--- src/rtl/slb_pkg.sv ---
package slb_pkg;
  typedef enum logic [1:0] {
    MT_UC = 2'd0,
    MT_WC = 2'd1,
    MT_WT = 2'd2,
    MT_WB = 2'd3
  } mtype_e;

  typedef enum logic [1:0] {
    S_IDLE,
    S_FETCH,
    S_WAIT,
    S_RESP
  } state_e;
endpackage

--- src/rtl/slb_lookup.sv ---
module slb_lookup
  import slb_pkg::*;
#(
  parameter int ADDR_W      = 32,
  parameter int LINE_BYTES  = 64,
  parameter int CHUNK_BYTES = 16,
  localparam int N_CHUNK = LINE_BYTES / CHUNK_BYTES,
  localparam int OFF_W   = $clog2(LINE_BYTES),
  localparam int COFF_W  = $clog2(CHUNK_BYTES),
  localparam int CIDX_W  = OFF_W - COFF_W,
  localparam int TAG_W   = ADDR_W - OFF_W
) (
  input  logic [ADDR_W-1:0]  req_addr_i,
  input  logic [1:0]         req_mtype_i,
  input  logic               req_stream_i,
  input  logic               st_valid_i,
  input  logic [ADDR_W-1:0]  st_addr_i,
  input  logic               flush_i,
  input  logic               buf_valid_i,
  input  logic [TAG_W-1:0]   buf_tag_i,
  input  logic [N_CHUNK-1:0] read_mask_i,
  output logic               misaligned_o,
  output logic [TAG_W-1:0]   req_tag_o,
  output logic [CIDX_W-1:0]  chunk_idx_o,
  output logic               wc_stream_o,
  output logic               touch_o,
  output logic               kill_o,
  output logic               serve_o,
  output logic [TAG_W-1:0]   st_tag_o
);
  logic unused_st_low;
  assign unused_st_low = ^st_addr_i[OFF_W-1:0];

  assign misaligned_o = |req_addr_i[COFF_W-1:0];
  assign req_tag_o    = req_addr_i[ADDR_W-1:OFF_W];
  assign chunk_idx_o  = req_addr_i[OFF_W-1:COFF_W];
  assign st_tag_o     = st_addr_i[ADDR_W-1:OFF_W];
  assign wc_stream_o  = req_stream_i && (mtype_e'(req_mtype_i) == MT_WC);
  assign touch_o      = buf_valid_i && (buf_tag_i == req_tag_o);
  // flush or store to the held line wins over a hit in the same cycle
  assign kill_o       = flush_i || (st_valid_i && buf_valid_i && (st_tag_o == buf_tag_i));
  assign serve_o      = wc_stream_o && touch_o && !kill_o && !misaligned_o
                        && !read_mask_i[chunk_idx_o];
endmodule

--- src/rtl/slb_line_store.sv ---
module slb_line_store #(
  parameter int ADDR_W      = 32,
  parameter int LINE_BYTES  = 64,
  parameter int CHUNK_BYTES = 16,
  localparam int N_CHUNK = LINE_BYTES / CHUNK_BYTES,
  localparam int OFF_W   = $clog2(LINE_BYTES),
  localparam int COFF_W  = $clog2(CHUNK_BYTES),
  localparam int CIDX_W  = OFF_W - COFF_W,
  localparam int TAG_W   = ADDR_W - OFF_W,
  localparam int CHUNK_W = CHUNK_BYTES * 8,
  localparam int LINE_W  = LINE_BYTES * 8
) (
  input  logic               clk_i,
  input  logic               rst_ni,
  input  logic               fill_i,
  input  logic [TAG_W-1:0]   fill_tag_i,
  input  logic [LINE_W-1:0]  fill_data_i,
  input  logic [CIDX_W-1:0]  fill_idx_i,
  input  logic               inv_i,
  input  logic               mark_i,
  input  logic [CIDX_W-1:0]  mark_idx_i,
  input  logic [CIDX_W-1:0]  rd_idx_i,
  output logic               valid_o,
  output logic [TAG_W-1:0]   tag_o,
  output logic [N_CHUNK-1:0] read_mask_o,
  output logic [CHUNK_W-1:0] rd_data_o
);
  logic [N_CHUNK-1:0][CHUNK_W-1:0] data_w;

  for (genvar g = 0; g < N_CHUNK; g++) begin : g_chunk
    logic [CHUNK_W-1:0] q;
    always_ff @(posedge clk_i) begin
      if (fill_i) q <= fill_data_i[g*CHUNK_W +: CHUNK_W];
    end
    assign data_w[g] = q;
  end

  assign rd_data_o = data_w[rd_idx_i];

  always_ff @(posedge clk_i or negedge rst_ni) begin
    if (!rst_ni) begin
      valid_o     <= 1'b0;
      tag_o       <= '0;
      read_mask_o <= '0;
    end else if (inv_i) begin
      valid_o     <= 1'b0;
      read_mask_o <= '0;
    end else if (fill_i) begin
      valid_o     <= 1'b1;
      tag_o       <= fill_tag_i;
      read_mask_o <= N_CHUNK'(1) << fill_idx_i;
    end else if (mark_i) begin
      read_mask_o[mark_idx_i] <= 1'b1;
    end
  end

  AST_INV_DROPS_LINE: assert property (@(posedge clk_i) disable iff (!rst_ni)
    inv_i |=> !valid_o);
  AST_FILL_RESETS_MARKS: assert property (@(posedge clk_i) disable iff (!rst_ni)
    fill_i && !inv_i |=> valid_o && (read_mask_o == (N_CHUNK'(1) << $past(fill_idx_i))));
  AST_MARK_STICKS: assert property (@(posedge clk_i) disable iff (!rst_ni)
    mark_i && !inv_i && !fill_i |=> read_mask_o[$past(mark_idx_i)]);
endmodule

--- src/rtl/slb_ctrl.sv ---
module slb_ctrl
  import slb_pkg::*;
#(
  parameter int ADDR_W      = 32,
  parameter int LINE_BYTES  = 64,
  parameter int CHUNK_BYTES = 16,
  localparam int OFF_W   = $clog2(LINE_BYTES),
  localparam int COFF_W  = $clog2(CHUNK_BYTES),
  localparam int CIDX_W  = OFF_W - COFF_W,
  localparam int TAG_W   = ADDR_W - OFF_W,
  localparam int CHUNK_W = CHUNK_BYTES * 8,
  localparam int LINE_W  = LINE_BYTES * 8
) (
  input  logic               clk_i,
  input  logic               rst_ni,
  input  logic               req_valid_i,
  output logic               req_ready_o,
  input  logic               misaligned_i,
  input  logic               serve_i,
  input  logic               wc_stream_i,
  input  logic               touch_i,
  input  logic               kill_i,
  input  logic [TAG_W-1:0]   req_tag_i,
  input  logic [CIDX_W-1:0]  chunk_idx_i,
  input  logic               st_valid_i,
  input  logic [TAG_W-1:0]   st_tag_i,
  input  logic               flush_i,
  input  logic [CHUNK_W-1:0] buf_rd_data_i,
  output logic               mem_req_valid_o,
  input  logic               mem_req_ready_i,
  output logic [ADDR_W-1:0]  mem_req_addr_o,
  output logic               mem_req_line_o,
  input  logic               mem_rsp_valid_i,
  input  logic [LINE_W-1:0]  mem_rsp_data_i,
  output logic               snoop_valid_o,
  output logic [ADDR_W-1:0]  snoop_addr_o,
  output logic               rsp_valid_o,
  input  logic               rsp_ready_i,
  output logic [CHUNK_W-1:0] rsp_data_o,
  output logic               fault_o,
  output logic               fill_o,
  output logic [TAG_W-1:0]   fill_tag_o,
  output logic [CIDX_W-1:0]  fill_idx_o,
  output logic               inv_o,
  output logic               mark_o,
  output logic [CIDX_W-1:0]  mark_idx_o
);
  state_e             state_q;
  logic [TAG_W-1:0]   pend_tag_q;
  logic [CIDX_W-1:0]  pend_idx_q;
  logic               pend_line_q;
  logic               poison_q;
  logic               snoop_q;
  logic               fault_q;
  logic [CHUNK_W-1:0] rsp_data_q;
  logic               accept;
  logic               conflict;
  logic               fetch_active;
  logic [CHUNK_W-1:0] mem_chunk;

  assign accept       = req_valid_i && (state_q == S_IDLE);
  assign fetch_active = (state_q == S_FETCH) || (state_q == S_WAIT);
  // a conflict during a pending line fetch keeps the line from being held
  assign conflict     = flush_i || (st_valid_i && (st_tag_i == pend_tag_q));
  assign mem_chunk    = pend_line_q ? mem_rsp_data_i[int'(pend_idx_q)*CHUNK_W +: CHUNK_W]
                                    : mem_rsp_data_i[CHUNK_W-1:0];

  assign req_ready_o     = (state_q == S_IDLE);
  assign mem_req_valid_o = (state_q == S_FETCH);
  assign mem_req_line_o  = pend_line_q;
  assign mem_req_addr_o  = pend_line_q ? {pend_tag_q, {OFF_W{1'b0}}}
                                       : {pend_tag_q, pend_idx_q, {COFF_W{1'b0}}};
  assign snoop_valid_o   = snoop_q;
  assign snoop_addr_o    = {pend_tag_q, {OFF_W{1'b0}}};
  assign rsp_valid_o     = (state_q == S_RESP);
  assign rsp_data_o      = rsp_data_q;
  assign fault_o         = fault_q;

  assign inv_o      = kill_i || (accept && !misaligned_i && !serve_i && (touch_i || wc_stream_i));
  assign mark_o     = accept && serve_i;
  assign mark_idx_o = chunk_idx_i;
  assign fill_o     = (state_q == S_WAIT) && mem_rsp_valid_i && pend_line_q
                      && !poison_q && !conflict;
  assign fill_tag_o = pend_tag_q;
  assign fill_idx_o = pend_idx_q;

  always_ff @(posedge clk_i or negedge rst_ni) begin
    if (!rst_ni) begin
      state_q     <= S_IDLE;
      pend_tag_q  <= '0;
      pend_idx_q  <= '0;
      pend_line_q <= 1'b0;
      poison_q    <= 1'b0;
      snoop_q     <= 1'b0;
      fault_q     <= 1'b0;
      rsp_data_q  <= '0;
    end else begin
      snoop_q <= 1'b0;
      fault_q <= 1'b0;
      if (fetch_active && conflict) poison_q <= 1'b1;
      unique case (state_q)
        S_IDLE: if (accept) begin
          if (misaligned_i) begin
            fault_q <= 1'b1;
          end else if (serve_i) begin
            rsp_data_q <= buf_rd_data_i;
            state_q    <= S_RESP;
          end else begin
            pend_tag_q  <= req_tag_i;
            pend_idx_q  <= chunk_idx_i;
            pend_line_q <= wc_stream_i;
            poison_q    <= 1'b0;
            snoop_q     <= wc_stream_i;
            state_q     <= S_FETCH;
          end
        end
        S_FETCH: if (mem_req_ready_i) state_q <= S_WAIT;
        S_WAIT: if (mem_rsp_valid_i) begin
          rsp_data_q <= mem_chunk;
          state_q    <= S_RESP;
        end
        S_RESP: if (rsp_ready_i) state_q <= S_IDLE;
        default: state_q <= S_IDLE;
      endcase
    end
  end

  AST_FAULT_NO_DATA: assert property (@(posedge clk_i) disable iff (!rst_ni)
    fault_o |-> !rsp_valid_o && !mem_req_valid_o);
  AST_LINE_ALIGNED: assert property (@(posedge clk_i) disable iff (!rst_ni)
    mem_req_valid_o && mem_req_line_o |-> mem_req_addr_o[OFF_W-1:0] == '0);
  AST_SNOOP_WITH_LINE: assert property (@(posedge clk_i) disable iff (!rst_ni)
    snoop_valid_o |-> mem_req_valid_o && mem_req_line_o && (snoop_addr_o == mem_req_addr_o));
  AST_SNOOP_ONE_CYCLE: assert property (@(posedge clk_i) disable iff (!rst_ni)
    snoop_valid_o |=> !snoop_valid_o);
  AST_SINGLE_FETCH: assert property (@(posedge clk_i) disable iff (!rst_ni)
    mem_req_valid_o |-> !req_ready_o);
  AST_RSP_HELD: assert property (@(posedge clk_i) disable iff (!rst_ni)
    rsp_valid_o && !rsp_ready_i |=> rsp_valid_o && $stable(rsp_data_o));
endmodule

--- src/rtl/stream_line_buf.sv ---
module stream_line_buf #(
  parameter int ADDR_W      = 32,
  parameter int LINE_BYTES  = 64,
  parameter int CHUNK_BYTES = 16,
  localparam int N_CHUNK = LINE_BYTES / CHUNK_BYTES,
  localparam int OFF_W   = $clog2(LINE_BYTES),
  localparam int COFF_W  = $clog2(CHUNK_BYTES),
  localparam int CIDX_W  = OFF_W - COFF_W,
  localparam int TAG_W   = ADDR_W - OFF_W,
  localparam int CHUNK_W = CHUNK_BYTES * 8,
  localparam int LINE_W  = LINE_BYTES * 8
) (
  input  logic               clk_i,
  input  logic               rst_ni,
  input  logic               req_valid_i,
  output logic               req_ready_o,
  input  logic [ADDR_W-1:0]  req_addr_i,
  input  logic [1:0]         req_mtype_i,
  input  logic               req_stream_i,
  input  logic               st_valid_i,
  input  logic [ADDR_W-1:0]  st_addr_i,
  input  logic               flush_i,
  output logic               mem_req_valid_o,
  input  logic               mem_req_ready_i,
  output logic [ADDR_W-1:0]  mem_req_addr_o,
  output logic               mem_req_line_o,
  input  logic               mem_rsp_valid_i,
  input  logic [LINE_W-1:0]  mem_rsp_data_i,
  output logic               snoop_valid_o,
  output logic [ADDR_W-1:0]  snoop_addr_o,
  output logic               rsp_valid_o,
  input  logic               rsp_ready_i,
  output logic [CHUNK_W-1:0] rsp_data_o,
  output logic               fault_o
);
  logic               buf_valid;
  logic [TAG_W-1:0]   buf_tag;
  logic [N_CHUNK-1:0] read_mask;
  logic [CHUNK_W-1:0] buf_rd_data;
  logic               misaligned, wc_stream, touch, kill, serve;
  logic [TAG_W-1:0]   req_tag, st_tag, fill_tag;
  logic [CIDX_W-1:0]  chunk_idx, fill_idx, mark_idx;
  logic               fill, inv, mark;

  slb_lookup #(.ADDR_W(ADDR_W), .LINE_BYTES(LINE_BYTES), .CHUNK_BYTES(CHUNK_BYTES)) u_lookup (
    .req_addr_i   (req_addr_i),
    .req_mtype_i  (req_mtype_i),
    .req_stream_i (req_stream_i),
    .st_valid_i   (st_valid_i),
    .st_addr_i    (st_addr_i),
    .flush_i      (flush_i),
    .buf_valid_i  (buf_valid),
    .buf_tag_i    (buf_tag),
    .read_mask_i  (read_mask),
    .misaligned_o (misaligned),
    .req_tag_o    (req_tag),
    .chunk_idx_o  (chunk_idx),
    .wc_stream_o  (wc_stream),
    .touch_o      (touch),
    .kill_o       (kill),
    .serve_o      (serve),
    .st_tag_o     (st_tag)
  );

  slb_line_store #(.ADDR_W(ADDR_W), .LINE_BYTES(LINE_BYTES), .CHUNK_BYTES(CHUNK_BYTES)) u_store (
    .clk_i       (clk_i),
    .rst_ni      (rst_ni),
    .fill_i      (fill),
    .fill_tag_i  (fill_tag),
    .fill_data_i (mem_rsp_data_i),
    .fill_idx_i  (fill_idx),
    .inv_i       (inv),
    .mark_i      (mark),
    .mark_idx_i  (mark_idx),
    .rd_idx_i    (chunk_idx),
    .valid_o     (buf_valid),
    .tag_o       (buf_tag),
    .read_mask_o (read_mask),
    .rd_data_o   (buf_rd_data)
  );

  slb_ctrl #(.ADDR_W(ADDR_W), .LINE_BYTES(LINE_BYTES), .CHUNK_BYTES(CHUNK_BYTES)) u_ctrl (
    .clk_i           (clk_i),
    .rst_ni          (rst_ni),
    .req_valid_i     (req_valid_i),
    .req_ready_o     (req_ready_o),
    .misaligned_i    (misaligned),
    .serve_i         (serve),
    .wc_stream_i     (wc_stream),
    .touch_i         (touch),
    .kill_i          (kill),
    .req_tag_i       (req_tag),
    .chunk_idx_i     (chunk_idx),
    .st_valid_i      (st_valid_i),
    .st_tag_i        (st_tag),
    .flush_i         (flush_i),
    .buf_rd_data_i   (buf_rd_data),
    .mem_req_valid_o (mem_req_valid_o),
    .mem_req_ready_i (mem_req_ready_i),
    .mem_req_addr_o  (mem_req_addr_o),
    .mem_req_line_o  (mem_req_line_o),
    .mem_rsp_valid_i (mem_rsp_valid_i),
    .mem_rsp_data_i  (mem_rsp_data_i),
    .snoop_valid_o   (snoop_valid_o),
    .snoop_addr_o    (snoop_addr_o),
    .rsp_valid_o     (rsp_valid_o),
    .rsp_ready_i     (rsp_ready_i),
    .rsp_data_o      (rsp_data_o),
    .fault_o         (fault_o),
    .fill_o          (fill),
    .fill_tag_o      (fill_tag),
    .fill_idx_o      (fill_idx),
    .inv_o           (inv),
    .mark_o          (mark),
    .mark_idx_o      (mark_idx)
  );

  AST_HIT_NO_FETCH: assert property (@(posedge clk_i) disable iff (!rst_ni)
    req_valid_i && req_ready_o && serve |=> rsp_valid_o && !mem_req_valid_o);
endmodule

--- config.mk ---
export PLATFORM = sky130hd
export DESIGN_NAME = stream_line_buf
export DESIGN_NICKNAME = d
export VERILOG_FILES = /design/src/rtl/slb_pkg.sv /design/src/rtl/slb_lookup.sv /design/src/rtl/slb_line_store.sv /design/src/rtl/slb_ctrl.sv /design/src/rtl/stream_line_buf.sv
export SDC_FILE = /design/constraint.sdc
export NUM_CORES = 1
export LEC_CHECK = 0
export ABC_AREA = 1
export BUFFER_PORTS_ARGS = -buffer_cell sky130_fd_sc_hd__buf_2
export CORE_AREA = 2 2 309 311
export CTS_BUF_LIST = sky130_fd_sc_hd__clkbuf_8 sky130_fd_sc_hd__clkbuf_16
export DETAILED_ROUTE_END_ITERATION = 16
export DIE_AREA = 0 0 311 313
export PLACE_DENSITY = 0.58
export REMOVE_ABC_BUFFERS = 1
export SLEW_MARGIN = 5
export SYNTH_ARGS = -nofsm -noshare
export SYNTH_HDL_FRONTEND = slang
export SYNTH_SLANG_ARGS = --single-unit
--- constraint.sdc ---
create_clock -name clk_i -period 22.3 [get_ports clk_i]
set_input_delay 3.345 -clock clk_i [delete_from_list [all_inputs] [get_ports clk_i]]
set_output_delay 3.345 -clock clk_i [all_outputs]
set_load 0.005 [all_outputs]
Word level (Yosys, flattened, before mapping)
Index checks and enable logic that the tools add are counted.

cells by class
  magnitude comparators = 2
  equality and inequality tests = 13
  shifts and indexed selects = 2
  multiplexer cells = 37
  bitwise gates (word level) = 4
  reductions and logical operators = 40

operators by type and width
  operator                                                    number
  2-to-1 mux 128 bit                                          6
  variable part select 512 x 10 -> 128 bit                    1
  binary-select mux 128 bit (select 2 bit)                    1
  case mux 128 bit (2 select lines)                           1
  == test 26 bit                                              3
  logical AND 1 bit                                           20
  2-to-1 mux 1 bit                                            16
  2-to-1 mux 2 bit                                            6
  2-to-1 mux 4 bit                                            3
  AND reduction 5 bit                                         2
  inequality test 2 x 1 -> 1 bit, second input constant       4
  case mux 2 bit (4 select lines)                             1
  zero test 1 bit                                             6
  2-to-1 mux 6 bit                                            1
  logical OR 1 bit                                            5
  == test 2 x 1 -> 1 bit, second input constant               2
  == test 2 bit, second input constant                        2
  inequality test 2 bit, second input constant                2
  bitwise OR 4 bit                                            1
  AND reduction 4 bit                                         1
  nonzero test 2 bit                                          2
  OR reduction 4 bit                                          1
  << shifter 1 x 2 -> 4 bit, first input constant             1
  less-than comparator 2 x 3 -> 1 bit, second input constant  1
  7 further kinds                                             9

word-level totals
  bits in registers = 705
  input port bits = 587
  output and inout bits = 198
  logic and storage cells = 113

Longest topological paths before layout
Gate-level depths: netlist of the first run.

  depth after elaboration = 13
  depth in mapped cells = 16
  depth with buffers taken out = 15

Modules after synthesis
A second synthesis of the first run with hierarchy kept.

second synthesis, totals
  cell total of the unflattened synthesis = 3,370
  area total of the unflattened synthesis = 33,644.8 um2

by module, submodules not included
  module          times used  cells each  area an instance (um2)  seq. area each (um2)
  slb_line_store  1           1,393       20,659.8                16,150.5
  slb_ctrl        1           1,655       11,457.2                4,053.9
  slb_lookup      1           322         1,527.7                 0.0

Worst setup path before layout of the first run
No wires, ideal clock.

  kind = input to register
  start point = input port st_addr_i[31]
  end point = register u_store.g_chunk[0].q[0] (enable)
  arrival = 18.082 ns
  required time = 21.225 ns
  setup slack = 3.143 ns
  stages on the path = 12
  path buffers = 1
  cells stage by stage = inv_1 nand2_1 nand2_1 inv_1 nand2_1 nor2_1 nand2_1 nor2_1 nand2_1 nand3_1 inv_1 clkbuf_1

between the ends
  cells in the longest elaborated chain, start to end = 5

ends and longest elaborated chain
  item                  RTL line               text
  start, declared       stream_line_buf.sv:21  input logic [ADDR_W-1:0] st_addr_i,
  == test 26 bit        slb_ctrl.sv:64         assign conflict = flush_i || (st_valid_i && (st_tag_i == pend_tag_q));
  logical AND 1 bit     slb_ctrl.sv:64
  logical OR 1 bit      slb_ctrl.sv:64
  zero test 1 bit       slb_ctrl.sv:83         && !poison_q && !conflict;
  logical AND 1 bit     slb_ctrl.sv:83
  named net fill        stream_line_buf.sv:43  logic fill, inv, mark;
  end signal, assigned  slb_line_store.sv:33   if (fill_i) q <= fill_data_i[g*CHUNK_W +: CHUNK_W];
  end, declared         slb_line_store.sv:31   logic [CHUNK_W-1:0] q;

The timed path passes the listed nets, and every way through them passes these cells.
A chain may end at the register's enable or synchronous reset.

Worst setup path in the final report of the first run
  start point = input port st_addr_i[23]
  end point = register u_store.g_chunk[0].q[25] (enable)

between the ends
  cells in the longest elaborated chain, start to end = 5

ends and longest elaborated chain
  item               RTL line
  == test 26 bit     slb_ctrl.sv:64
  logical AND 1 bit  slb_ctrl.sv:64
  logical OR 1 bit   slb_ctrl.sv:64
  zero test 1 bit    slb_ctrl.sv:83
  logical AND 1 bit  slb_ctrl.sv:83

No other way between the ends.

==> impl_metrics.yaml, run 1 <==
yosys:
  ys_types: 35
  synth.cell_area_um2: 32700
  syn_area_per_cell_um2: 10.1
  synthCells: 3236
  synth_top_family_by_area: "simple AND/OR/NAND/NOR gates"
  synth-xor-area-share_pct: 0.563
  synth-seq-cells: 705
  synth_compound_area_share_pct: 14.3
  synthSimpleGateAreaFrac_pct: 16.7
  yosys_warnings: 0
  synth_edf_count: 512
  synth-seq-area-share_pct: 61.8
  async_reset_ff_share_pct: 27.4
  ys.flop_type: "edfxtp_1"
  synth_fa_ha_area_share_pct: 0.153
  synth_mux_area_share_pct: 0
placed_design:
  gp_congestion: 0.879
  hpwl_um: 76700
  numPlacedInstances: 5051
  post-place-ws_ns: 15.00
  port_buffers: 768
routing:
  met2_length_um: 60100
  wirelength_um: 124000
  drc: 0
  vias: 28100
  postRouteAntennaNets: 0
  vias_per_cell: 5.36
  top_layer_used: "met5"
  wl_per_cell_um: 23.6
  drtIter0Drc: 2837
  met3WireLength_um: 11600
  wl_met1_um: 47700
  first_pass_iters: 6
worst_hold_path:
  min_path_cells: 2
  holdCritPathClass: "reg2reg"
layout:
  layout_common_cells: "820 x nand2_1, 767 x buf_2, 512 x edfxtp_1"
  syn_to_final_growth_pct: 22.3
  fillCellCount: 9359
  drive_gt1_share_pct: 24.3
  layout.nets: 4460
  mostFrequentLayoutCell: "nand2_1"
  stdcell_count: 5245
floorplanning:
  initial_core_util_pct: 34.7
  fp-row-count: 113
  die_w_um: 311
  io_pins: 785
  core_um2: 94200
  die_h_um: 313
  die_area_um2: 97300
cts:
  cts_resized: 0
  tritoncts: "done"
  cts_setup_buffers: 0
  cts_hold_buf: 0
  cts_buffers: 81
  clk_latency_ns: 0.66
  clk_pin_slew_ns: 0.06
  cts_sinks: 705
  clk_root_buffer_cell: "clkbuf_16"
  ctsLongestPathBuffers: 3
  htreeDepth: 3
worst_setup_path:
  reg2reg_setup_slack_ns: 17.95
  r2r_cells: 8
  cp.arrival_ns: 6.99
  required_ns: 22.58
  cp-start-kind: "primary input"
  critical_path.endpoint_type: "register"
  crit_fanout: 160
  crit_type: "in2reg"
grt:
  grt_use_total_pct: 24.4
  grt_pass1_vias: 27200
  grt_pass1_wl_um: 179000
  gr-total-overflow: 0
  antenna_found_initial: 69
  grt_start_max_net_pins: 165
sta:
  final.setup_skew_ns: 0.0258
  rsz0062_at_grt: "false"
  setup_viol: 0
  max_freq_mhz: 149
  tns_ns: 0
  slew_headroom_pct: 22.1
  min_period_over_period_pct: 30.1
  hold_viol: 0
  min_period_ns: 6.71
  finalMaxSlewViolations: 0
  timing.final.ws_setup_ns: 15.59
  tightest_slew_ns: 1.17
status:
  status: "complete, no violations"
flow_run:
  drv_cap: 0
power_and_ir_drop:
  ir_drop_mv: 0.0748
  powerDensity_nw_per_um2: 105
  finalPower_w: 0.00419
  leakagePower_nw: 16.8
-- power breakdown --
| part | total (W) | leakage, nW | internal (W) | switching, W |
|---|---|---|---|---|
| clock network | 0.00130 | 1.35 | 0.000729 | 0.000569 |
| registers | 0.00167 | 7.07 | 0.00155 | 0.000121 |
| logic | 0.00123 | 8.41 | 0.000398 | 0.000831 |
| total | 0.00419 | 16.8 | 0.00267 | 0.00152 |
-- cells by family (layout without fill, tap and decap cells) --
| kind of cell | count (synthesis) | count (layout) |
|---|---|---|
| compound gates | 705 | 705 |
| other cells | 1 | 53 |
| simple gates | 1329 | 1329 |
| flops | 705 | 705 |
| buf+inv | 471 | 1163 |
| xor+xnor | 21 | 21 |
| fa+ha+maj | 4 | 4 |
-- critical path: stages --
cell	delay [ns]
buf_2	0.12
inv_1	0.06
nand2_1	0.05
nand2_1	0.12
inv_1	0.06
nand2_1	0.05
nor2_1	0.04
nand2_1	0.07
nor2_1	0.04
nand2_1	0.14
nand3_1	0.35
inv_8	0.66
buf_4	0.83
buf_12	0.57
-- Yosys cell counts (10+ instances only) --
library cell | instances | share of area [%]
nand3_1 | 345 | 5.3
nor2_1 | 148 | 1.7
a21oi_1 | 204 | 3.1
o21ai_0 | 98 | 1.5
nand2_1 | 823 | 9.5
inv_1 | 197 | 2.3
xnor2_1 | 20 | 0.54
buf_6 | 13 | 0.45
buf_2 | 12 | 0.18
dfrtp_1 | 193 | 15
a22oi_1 | 258 | 5.9
clkbuf_1 | 168 | 1.9
buf_1 | 21 | 0.24
buf_4 | 53 | 1.2
a32oi_1 | 128 | 3.4
edfxtp_1 | 512 | 47
o21ai_1 | 10 | 0.15
-- registers in the layout, indices dropped and copies added, names as in the netlist --
register	count
u_ctrl.snoop_valid_o	1
u_ctrl.state_q	2
u_ctrl.rsp_data_o	128
u_ctrl.fill_tag_o	26
u_store.valid_o	1
u_store.g_chunk.q	512
u_ctrl.mem_req_line_o	1
u_ctrl.fill_idx_o	2
u_store.tag_o	26
u_ctrl.poison_q	1
u_ctrl.fault_o	1
u_store.read_mask_o	4
-- final timing paths --
path                                                  to                  start
worst max-delay path            u_store.g_chunk[0].q[25]          st_addr_i[23]
worst min-delay path               u_ctrl.rsp_data_o[41]  u_ctrl.rsp_data_o[41]
worst max register to register  u_store.g_chunk[0].q[25]      u_ctrl.state_q[0]
worst min register to register     u_ctrl.rsp_data_o[41]  u_ctrl.rsp_data_o[41]
max in group asynchronous          u_ctrl.rsp_data_o[37]                 rst_ni
min in group asynchronous         u_ctrl.rsp_data_o[123]                 rst_ni
-- per-stage QoR --
step,instance area (um^2),utilization (%),hold slack (ns)
final,39900,42.4,0.464
after global routing,39900,42.4,0.475
after floorplan,31400,-,0.464
after CTS,39800,42.3,0.468
after global placement,37300,39.6,0.449
after detailed placement,37300,39.6,0.453
-- metal layers --
layer,up-vias,global-route usage (%)
li1,12800,-
met1,13700,30.0
met2,1358,40.8
met3,252,6.70
met4,52,9.90
met5,-,0
-- final cells by class --
type	instances	area (um^2)	area share (%)
multi-input combinational	2069	10500	26.2
timing repair buffer	808	4190	10.5
inverter	204	797	2.00
tap	1265	1580	3.96
clock inverter	60	377	0.943
sequential	705	20200	50.6
antenna	43	108	0.269
clock buffer	91	2190	5.48
No activity file was read; power rests on OpenSTA's default activity.
==> inputs of run 2 (changes only) <==
- CORE_AREA: 2 2 309 311 -> 2 2 303 305
- DIE_AREA: 0 0 311 313 -> 0 0 305 307
- PLACE_DENSITY: 0.58 -> 0.62
- clock period: 22.3 -> 5.62 ns (I/O delays scaled with it)
==> impl_metrics.yaml, run 2 (synthesis gave the netlist of run 1 again) <==
flow_run:
  drv_cap: 0
floorplanning:
  initial_core_util_pct: 36.0
  die_w_um: 305
  die_h_um: 307
  die_area_um2: 93600
  fp-row-count: 111
  core_um2: 90700
  io_pins: 785
routing:
  wl_per_cell_um: 23.3
  vias_per_cell: 5.47
  vias: 28300
  drtIter0Drc: 2761
  first_pass_iters: 6
  drc: 0
  postRouteAntennaNets: 0
  wirelength_um: 120000
sta:
  max_freq_mhz: 264
  tightest_slew_ns: 1.07
  min_period_ns: 3.78
  min_period_over_period_pct: 67.3
  final.setup_skew_ns: 0.0341
  timing.final.ws_setup_ns: 1.84
  finalMaxSlewViolations: 0
  hold_viol: 0
  setup_viol: 0
  timing.hold.ws_ns: 0.200
  slew_headroom_pct: 28.5
  rsz0062_at_grt: "false"
placed_design:
  postPlaceCellArea_um2: 37300
  gp_congestion: 0.892
  post-place-ws_ns: 1.79
  hpwl_um: 73800
  port_buffers: 768
layout:
  mostFrequentLayoutCell: "nand2_1"
  fin_area_um2: 40000
  layout.nets: 4459
  layout_common_cells: "820 x nand2_1, 767 x buf_2, 512 x edfxtp_1"
  regMostFlops: "u_store.g_chunk.q"
  drive_gt1_share_pct: 24.1
  largest_reg_flops: 512
  final_util_pct: 44.1
  syn_to_final_growth_pct: 22.4
grt:
  antenna_found_initial: 68
  grt_pass1_vias: 27700
  grt_start_max_net_pins: 131
  gr-total-overflow: 0
  use_met2_pct: 40.7
  grt_use_total_pct: 24.9
  met3_usage_pct: 6.04
  grt_pass1_wl_um: 177000
  grt_use_met1_pct: 31.0
  globalRoute.busiestLayer: "met2"
worst_setup_path:
  crit_type: "reg2reg"
  cp-start-kind: "register"
  required_ns: 6.20
  cp.arrival_ns: 4.37
  critical_path.endpoint_type: "register"
  crit_fanout: 31
power_and_ir_drop:
  powerDensity_nw_per_um2: 417
  leakagePower_nw: 16.9
  ir_drop_mv: 0.291
cts:
  clk_pin_slew_ns: 0.06
  cts_hold_buf: 0
  ctsLongestPathBuffers: 3
  cts_resized: 0
  cts_setup_buffers: 0
  cts_sinks: 705
  cts_buffers: 81
  tritoncts: "done"
  clk_latency_ns: 0.65
  htreeDepth: 3
  clk_root_buffer_cell: "clkbuf_16"
worst_hold_path:
  holdCritPathClass: "in2async"
status:
  status: "complete, no violations"
-- run 2: worst max-delay path, stage by stage, from the launching register on --
cell and delay (ns):
dfrtp_4 0.78, inv_6 0.27, nor2_4 0.56, clkinv_2 0.73, buf_4 0.52, nor2_1 0.14
o21ai_0 0.12, a32oi_1 0.27, nand3_1 0.10, nand2_1 0.10
-- run 2: through the flow --
| stage | power (W) | cells | TNS (ns) |
|---|---|---|---|
| detailed placement | 0.0116 | 4971 | 0 |
| CTS | 0.0168 | 5121 | 0 |
| floorplan | 0.00923 | 2978 | -4925.17 |
| global route | 0.0175 | 5165 | 0 |
| finish | 0.0167 | 5171 | 0 |
| global placement | 0.0115 | 4971 | 0 |
-- run 2: final timing paths --
path | from | endpoint | slack, ns | depth (start not counted)
setup / recovery | u_ctrl.fill_idx_o[0] | u_ctrl.rsp_data_o[101] | 1.84 | 9
hold / removal | rst_ni | u_ctrl.rsp_data_o[59] | 0.20 | 1
setup reg to reg | u_ctrl.fill_idx_o[0] | u_ctrl.rsp_data_o[101] | 1.84 | 9
hold reg to reg | u_ctrl.rsp_data_o[57] | u_ctrl.rsp_data_o[57] | 0.46 | 2
max in group asynchronous | rst_ni | u_ctrl.fill_idx_o[1] | 3.98 | 2
min in group clk_i | mem_rsp_data_i[152] | u_store.g_chunk[1].q[24] | 0.37 | 1
-- run 2: layer usage --
| layer | up-vias | wire, um |
|---|---|---|
| met5 | - | 238 |
| met4 | 38 | 4360 |
| met3 | 269 | 10600 |
| met2 | 1468 | 58600 |
| met1 | 13700 | 46600 |
| li1 | 12800 | - |
-- run 2: area by class of cell --
| type | instances | area [um^2] |
|---|---|---|
| Antenna cell | 50 | 125 |
| Clock buffer | 87 | 2110 |
| Clock inverter | 63 | 478 |
| Fill cell | 8721 | 50700 |
| Inverter | 204 | 796 |
| Multi-Input combinational cell | 2069 | 10500 |
| Sequential cell | 705 | 20200 |
| Tap cell | 1186 | 1480 |
| Timing Repair Buffer | 807 | 4280 |
-- run 2: report_power, final --
part | internal (W) | switching, W | total [W] | leakage [nW]
clock | 0.00291 | 0.00226 | 0.00517 | 1.37
combinational | 0.00159 | 0.00328 | 0.00488 | 8.44
sequential | 0.00613 | 0.000473 | 0.00661 | 7.07
